File: config.mk
export PLATFORM = sky130hd
export DESIGN_NAME = fp_issue_ctrl
export DESIGN_NICKNAME = d
export VERILOG_FILES = /design/src/rtl/fpi_pkg.sv /design/src/rtl/fpi_burst_ctr.sv /design/src/rtl/fpi_div_timer.sv /design/src/rtl/fpi_stage_pipe.sv /design/src/rtl/fp_issue_ctrl.sv
export SDC_FILE = /design/constraint.sdc
export NUM_CORES = 1
export LEC_CHECK = 0
export BUFFER_PORTS_ARGS = -buffer_cell sky130_fd_sc_hd__buf_4
export CORE_MARGIN = 2
export CORE_UTILIZATION = 56
export CTS_CLUSTER_DIAMETER = 30
export DETAILED_ROUTE_END_ITERATION = 7
export GPL_TIMING_DRIVEN = 1
export PLACE_DENSITY = 0.8
export SLEW_MARGIN = 20
export SYNTH_ARGS = -nofsm -noshare
export SYNTH_HDL_FRONTEND = slang
export SYNTH_SLANG_ARGS = --single-unit
export TNS_END_PERCENT = 50
File: constraint.sdc
create_clock -name clk -period 2.4 [get_ports clk]
set_clock_uncertainty 0.1 [all_clocks]
set_input_delay 0.36 -clock clk [delete_from_list [all_inputs] [get_ports clk]]
set_output_delay 0.36 -clock clk [all_outputs]
set_load 0.005 [all_outputs]
File: src/rtl/fpi_pkg.sv
package fpi_pkg;
  localparam logic [1:0] KIND_SIMPLE = 2'b00;
  localparam logic [1:0] KIND_DPMUL  = 2'b01;
  localparam logic [1:0] KIND_DIV    = 2'b10;

  function automatic logic kind_is_div(input logic [1:0] k);
    return k == KIND_DIV;
  endfunction

  function automatic logic kind_is_dp(input logic [1:0] k);
    return k == KIND_DPMUL;
  endfunction

  // Only single-cycle kinds add to the back-to-back burst count.
  function automatic logic kind_in_burst(input logic [1:0] k);
    return !kind_is_div(k) && !kind_is_dp(k);
  endfunction

  // Next value of the burst counter.
  function automatic int unsigned burst_next(input int unsigned run,
                                             input logic acc,
                                             input logic simple);
    return (acc && simple) ? run + 1 : 0;
  endfunction
endpackage

File: src/rtl/fpi_burst_ctr.sv
module fpi_burst_ctr #(
  parameter int unsigned BURST_LEN = 3
) (
  input  logic clk,
  input  logic rst_n,
  input  logic acc,
  input  logic acc_simple,
  output logic at_limit
);
  import fpi_pkg::*;
  localparam int unsigned RW = $clog2(BURST_LEN + 1);

  logic [RW-1:0] run_q;

  always_ff @(posedge clk) begin
    if (!rst_n) run_q <= '0;
    else        run_q <= RW'(burst_next(int'(run_q), acc, acc_simple));
  end

  assign at_limit = (run_q == RW'(BURST_LEN));
endmodule

File: src/rtl/fpi_div_timer.sv
module fpi_div_timer #(
  parameter int unsigned DIV_CYCLES = 32,
  parameter int unsigned TAG_W      = 6
) (
  input  logic             clk,
  input  logic             rst_n,
  input  logic             start,
  input  logic [TAG_W-1:0] start_tag,
  output logic             blocking,
  output logic             finish,
  output logic [TAG_W-1:0] fin_tag
);
  localparam int unsigned CW = $clog2(DIV_CYCLES + 1);

  logic [CW-1:0]    cnt_q;
  logic [TAG_W-1:0] tag_q;

  always_ff @(posedge clk) begin
    if (!rst_n) begin
      cnt_q <= '0;
      tag_q <= '0;
    end else if (start) begin
      cnt_q <= CW'(DIV_CYCLES);
      tag_q <= start_tag;
    end else if (cnt_q != '0) begin
      cnt_q <= cnt_q - 1'b1;
    end
  end

  assign blocking = (cnt_q > CW'(1));
  assign finish   = (cnt_q == CW'(1));
  assign fin_tag  = tag_q;
endmodule

File: src/rtl/fpi_stage_pipe.sv
module fpi_stage_pipe #(
  parameter int unsigned TAG_W = 6
) (
  input  logic             clk,
  input  logic             rst_n,
  input  logic             load,
  input  logic             load_dp,
  input  logic [TAG_W-1:0] load_tag,
  output logic             s1_open,
  output logic             all_empty,
  output logic             mid_hold,
  output logic             out_v,
  output logic [TAG_W-1:0] out_tag
);
  logic             s1_v, s1_dp, s2_v, s2_dp, s2_late, s3_v;
  logic [TAG_W-1:0] s1_tag, s2_tag, s3_tag;
  logic             s2_moves;

  assign mid_hold  = s2_v && s2_dp && !s2_late;
  assign s2_moves  = !mid_hold;
  assign s1_open   = !s1_v || s2_moves;
  assign all_empty = !s1_v && !s2_v && !s3_v;

  always_ff @(posedge clk) begin
    if (!rst_n) begin
      s1_v <= 1'b0; s1_dp <= 1'b0; s1_tag <= '0;
      s2_v <= 1'b0; s2_dp <= 1'b0; s2_tag <= '0; s2_late <= 1'b0;
      s3_v <= 1'b0; s3_tag <= '0;
    end else begin
      s3_v   <= s2_v && s2_moves;
      s3_tag <= s2_tag;
      if (s2_moves) begin
        s2_v    <= s1_v;
        s2_dp   <= s1_dp;
        s2_tag  <= s1_tag;
        s2_late <= 1'b0;
      end else begin
        s2_late <= 1'b1;
      end
      if (s1_open) begin
        s1_v   <= load;
        s1_dp  <= load_dp;
        s1_tag <= load_tag;
      end
    end
  end

  assign out_v   = s3_v;
  assign out_tag = s3_tag;
endmodule

File: src/rtl/fp_issue_ctrl.sv
module fp_issue_ctrl #(
  parameter int unsigned TAG_W      = 6,
  parameter int unsigned BURST_LEN  = 3,
  parameter int unsigned DIV_CYCLES = 32
) (
  input  logic             clk,
  input  logic             rst_n,
  input  logic             in_valid,
  input  logic [1:0]       in_kind,
  input  logic [TAG_W-1:0] in_tag,
  output logic             in_ready,
  output logic             done_valid,
  output logic [TAG_W-1:0] done_tag
);
  import fpi_pkg::*;

  logic             burst_limit, div_blocking, div_finish, pipe_empty;
  logic             s1_open, s2_hold, pipe_out_v, accept;
  logic [TAG_W-1:0] pipe_out_tag, div_tag;

  assign in_ready = !div_blocking && !burst_limit && s1_open &&
                    (!kind_is_div(in_kind) || pipe_empty);
  assign accept   = in_valid && in_ready;

  fpi_burst_ctr #(.BURST_LEN(BURST_LEN)) burst_i (
    .clk(clk), .rst_n(rst_n), .acc(accept),
    .acc_simple(kind_in_burst(in_kind)), .at_limit(burst_limit)
  );

  fpi_div_timer #(.DIV_CYCLES(DIV_CYCLES), .TAG_W(TAG_W)) div_i (
    .clk(clk), .rst_n(rst_n), .start(accept && kind_is_div(in_kind)),
    .start_tag(in_tag), .blocking(div_blocking), .finish(div_finish),
    .fin_tag(div_tag)
  );

  fpi_stage_pipe #(.TAG_W(TAG_W)) pipe_i (
    .clk(clk), .rst_n(rst_n), .load(accept && !kind_is_div(in_kind)),
    .load_dp(kind_is_dp(in_kind)), .load_tag(in_tag), .s1_open(s1_open),
    .all_empty(pipe_empty), .mid_hold(s2_hold), .out_v(pipe_out_v),
    .out_tag(pipe_out_tag)
  );

  assign done_valid = pipe_out_v || div_finish;
  assign done_tag   = div_finish ? div_tag : pipe_out_tag;
endmodule

==> impl_metrics.tcl, run 1 <==
set metrics [dict create \
    hold_buffers 0 \
    grt_pass1_wl_mm 5.08 \
    die_area_um2 3320 \
    worst_slew_pin_slew_ns 0.659 \
    yosys-top-cells-count "nand2_1 (40), dfxtp_1 (38), a21oi_1 (14)" \
    cts_root_buf "clkbuf_4" \
    fmax_mhz 430 \
    insertion_delay_ns 0.34 \
    fin_nets 207 \
    post-route-period-util_pct 96.8 \
    cts_buffers 5 \
    yosysWarnings 0 \
    clk_path_buf_depth 2 \
    start_util_pct 58.8 \
    worstSetupPathType "reg2out" \
    grt_max_degree 23 \
    finalWirelength_mm 3.06 \
    syn_inst 175 \
    io-pin-count 19 \
    antenna_cells 0 \
    syn-num-nets 191 \
    n_fill_cell 238 \
    seq_area_frac_synth_pct 47.3 \
    vias_per_cell 5.70 \
    synth_most_common_cell "nand2_1" \
    worstPathRequired_ns 1.94 \
    die_height_um 57.6 \
    setup_violations 0 \
    avgSynthCellArea_um2 9.19 \
    finish.utilization_pct 66.6 \
    ys_seq_elements 38 \
    gp_congestion 0.791 \
    min_period_ns 2.32 \
    synth_top_area_share_pct 47.3 \
    grt_pass1_vias 1169 \
    end_kind "output port" \
    dieWidth_um 57.6 \
    area_growth_pct 13.2 \
    clkSinkCount 38 \
    critPathMaxFanout 11 \
    synth_area_leaders "dfxtp_1 (47%), nand2_1 (9.3%), mux2_2 (4.9%), a21oi_1 (4.4%), mux2i_1 (4.4%)" \
    yosys.area.top_type "dfxtp_1" \
    finalHoldViolations 0 \
    drive_above_1_share_pct 18.8 \
    hpwlAfterDp_mm 2.10 \
    wire_per_inst_um 13.8 \
    h-tree-depth 2 \
    rows 19 \
    ir_worst_vdd_uv 963 \
    vias 1266 \
    power.leakage_uw 0.000788 \
    drc 0 \
    arrival_ns 1.86 \
    total_power_uw 1720 \
    drt_pass1_iterations 4 \
    rsz0062_at_grt "no" \
    whs_ns 0.166 \
    synth_ff_type "dfxtp_1" \
    async_flop_share_pct 0 \
    core_area_um2 2730 \
    slew_violations 0 \
    drt_iter0_drc 25 \
    yosysUniqueCellTypes 34 \
    status "complete, no violations" \
    max_slew_margin_pct 56.0 \
    final_cell_count_no_fill 222 \
    numPlacedInstances 215 \
    hold_class "in2reg" \
    detail-route-antenna-nets 0 \
    io_buffers 18 \
    synthesis.area_um2 1610 \
    synth_edf_count 0 \
    path_clk_slew_ns 0.11 \
    grtUsageTotal_pct 20.3 \
    max_cap_viol_count 0 \
    grt.overflow.total 0 \
    fin_tns_setup_ns 0 \
    power_density_nw_per_um2 943 \
    antenna_found_initial 0 \
    cts_tree "done" \
    crit_path_start_kind "register" \
]
logic make-up after synthesis:
logic type	count (synthesis)	synth area share, %
AOI/OAI and AO/OA	23	9.03
xor gates and xnor gates	1	0.545
adders and majority gates	5	3.89
buffers and inverters	17	4.90
DFF	38	47.3
muxes	14	9.26
and+or+nand+nor	77	25.1
worst max-delay path, stage by stage (launching register included):
cell and delay [ns]:
dfxtp_1 0.43, nor4_1 0.41, nand2_2 0.22, mux2_2 0.33
buf_4 0.14
cell usage in the layout, fill, tap and decap left out, drive strengths merged:
cell type	n
nor2	6
nor4bb	1
nor3	4
nand4b	1
or3	2
nand2b	1
or4b	1
o31ai	1
a2111oi	1
mux2i	7
nand2	40
mux2	7
and3	1
nor4	7
o22a	1
buf	19
xor2	1
o31a	4
a21oi	14
ha	5
inv	7
and4b	1
or4	2
or3b	1
and3b	1
o21bai	1
o21a	1
nand3b	1
nor2b	1
dfxtp	38
clkbuf	6
and2	6
bufinv	1
cell type report:
class	instances	area [um^2]	share of cell area, %
multi-input combinational	120	771	42.3
clock inverter	1	30.0	1.65
clock buffer	6	51.3	2.82
sequential	38	761	41.8
inverter	7	26.3	1.44
tap	31	38.8	2.13
timing repair buffer	19	143	7.84
registers in the layout, summed over array words and instances, names as in the netlist:
signal          cells
pipe_i.out_v        1
div_i.cnt_q         6
pipe_i.s2_late      1
pipe_i.out_tag      6
pipe_i.s1_dp        1
pipe_i.s2_tag       6
burst_i.run_q       2
pipe_i.s1_v         1
pipe_i.s1_tag       6
pipe_i.s2_v         1
pipe_i.s2_dp        1
div_i.fin_tag       6
stage by stage:
step | worst slack, ns | instance area, um^2
2_1_floorplan | 0.613 | 1610
3_3_place_gp | 0.472 | 1740
3_5_place_dp | 0.387 | 1740
4_1_cts | 0.00954 | 1820
5_1_grt | 0.0163 | 1820
6_report | 0.0770 | 1820
report_power, final:
part | switching [uW] | internal [uW]
combinational | 250 | 252
sequential | 75.6 | 697
clock | 199 | 243
layer usage:
layer / routed length, um / global-route usage (%) / up-vias
li1: - / - / 632
met1: 1360 / 24.2 / 595
met2: 1480 / 34.1 / 30
met3: 143 / 4.76 / 9
met4: 73 / 9.97 / 0
met5: 0 / 0 / -
worst paths after layout:
path / from / end / slack, ns / cells past startpoint
setup reg to reg: div_i.cnt_q[0] / div_i.cnt_q[1] / 0.38 / 5
setup / recovery: div_i.cnt_q[4] / done_tag[2] / 0.08 / 4
hold reg to reg: burst_i.run_q[0] / burst_i.run_q[0] / 0.34 / 1
hold / removal: in_tag[2] / div_i.fin_tag[2] / 0.17 / 3
repair_timing:
| item | CTS | global route |
|---|---|---|
| setup endpoints to repair | 0 | 6 |
| setup buffers | 0 | 0 |
| gates resized for setup | 0 | 1 |
Power figures use the tool's default switching activity.
==> run 2, diff against run 1 <==
- BUFFER_PORTS_ARGS: -buffer_cell sky130_fd_sc_hd__buf_4 -> -buffer_cell sky130_fd_sc_hd__buf_2
==> impl_metrics.tcl, run 2 (synthesis results as in run 1) <==
set metrics [dict create \
    numPlacedInstances 215 \
    seq_power_share_pct 48.2 \
    final_cell_count_no_fill 223 \
    status "complete, no violations" \
    p_clk_share_pct 22.1 \
    hpwlAfterDp_mm 2.17 \
    drc 0 \
    finish.utilization_pct 64.2 \
    detail-route-antenna-nets 0 \
    rows 19 \
    clkSinkCount 38 \
    grt_pass1_wl_mm 4.93 \
    core_area_um2 2730 \
    crit_path_start_kind "register" \
    finalWirelength_mm 3.07 \
    dieWidth_um 57.6 \
    max_slew_margin_pct 57.3 \
    min_period_ns 2.28 \
    mostFrequentLayoutCell "nand2_1" \
    slew_violations 0 \
    cts_tree "done" \
    fin_tns_setup_ns 0 \
    die_area_um2 3320 \
    io_buffers 18 \
    max_cap_viol_count 0 \
    dpl_cell_area_um2 1690 \
    io-pin-count 19 \
    fin_nets 207 \
    vias 1235 \
    h-tree-depth 2 \
    power.internal_uw 1070 \
    cts_resized 0 \
    grt_pass1_vias 1190 \
    hold_class "in2reg" \
    cts_root_buf "clkbuf_4" \
    gp_congestion 0.820 \
    setup_violations 0 \
    insertion_delay_ns 0.36 \
    worstPathRequired_ns 1.94 \
    antenna_found_initial 0 \
    worstSetupPathType "reg2out" \
    ir_worst_vdd_uv 615 \
    cts_buffers 5 \
    wire_per_inst_um 13.8 \
    critPathMaxFanout 10 \
    arrival_ns 1.82 \
    drt_iter0_drc 37 \
    clk_path_buf_depth 2 \
    fmax_mhz 438 \
    path_clk_slew_ns 0.11 \
    switching_share_pct 33.4 \
    antenna_cells 0 \
    grtUsageTotal_pct 20.0 \
    die_height_um 57.6 \
    post-route-period-util_pct 95.2 \
    place_ws_ns 0.427 \
    power.leakage_uw 0.000768 \
    end_kind "output port" \
    finalHoldViolations 0 \
    post_cts_buffers 0 \
    drt_pass1_iterations 4 \
    hold_buffers 0 \
    grt.overflow.total 0 \
    power_density_nw_per_um2 913 \
    worst_slew_pin_slew_ns 0.640 \
    fin_ws_ns 0.116 \
    grt_max_degree 23 \
    final_area_um2 1760 \
    final_cell_mix "nand2_1 (40), dfxtp_1 (38), buf_2 (18)" \
    power_frac_comb_pct 29.8 \
    switchingPower_uw 535 \
    rsz0062_at_grt "no" \
    start_util_pct 58.8 \
    vias_per_cell 5.54 \
    drive_above_1_share_pct 18.8 \
    area_growth_pct 9.18 \
]
==> run 2: changes by cell type in the layout (fill, tap and decap cells not counted), sizes merged <==
cell	change
clkinvlp	+1
clkinv	+1
bufinv	-1
==> run 2: final timing paths <==
check / slack (ns) / cells after the start / endpoint / startpoint
worst max-delay path: 0.12 / 4 / done_tag[0] / div_i.cnt_q[5]
worst min-delay path: 0.15 / 3 / div_i.fin_tag[4] / in_tag[4]
worst max register to register: 0.40 / 5 / div_i.cnt_q[1] / div_i.cnt_q[0]
worst min register to register: 0.35 / 1 / burst_i.run_q[0] / burst_i.run_q[0]
==> run 2: metrics by stage <==
stage          hold slack [ns]  total power (uW)
6_report                 0.150              1600
5_1_grt                  0.140              1700
4_1_cts                  0.141              1610
3_5_place_dp             0.328              1260
3_3_place_gp             0.316              1230
2_1_floorplan            0.304              1150
==> run 2: area by class of cell <==
class / count / area, um^2
fill: 220 / 978
sequential: 38 / 761
timing repair buffer: 19 / 97.6
clock inverter: 2 / 12.5
clock buffer: 6 / 51.3
inverter: 7 / 26.3
tap: 31 / 38.8
multi-input combinational: 120 / 768
==> run 2: power groups by stage <==
| stage | logic, uW | registers, uW | clock network [uW] |
|---|---|---|---|
| after floorplan | 398 | 749 | 0 |
| after global placement | 451 | 775 | 0 |
| after detailed placement | 474 | 782 | 0 |
| after CTS | 477 | 768 | 363 |
| after global routing | 529 | 781 | 385 |
| final | 477 | 772 | 353 |
==> run 2: critical path: stages (launching register included) <==
cell,delay (ns)
dfxtp_1,0.42
nor4_1,0.31
nand2_1,0.27
mux2_2,0.34
buf_2,0.12
==> run 2: layer usage <==
metal / up-vias / global-route usage, % / wire length [um]
met5: - / 0 / 0
met4: 0 / 9.97 / 64
met3: 8 / 5.67 / 124
met2: 26 / 36.2 / 1540
met1: 568 / 20.8 / 1350
li1: 633 / - / -
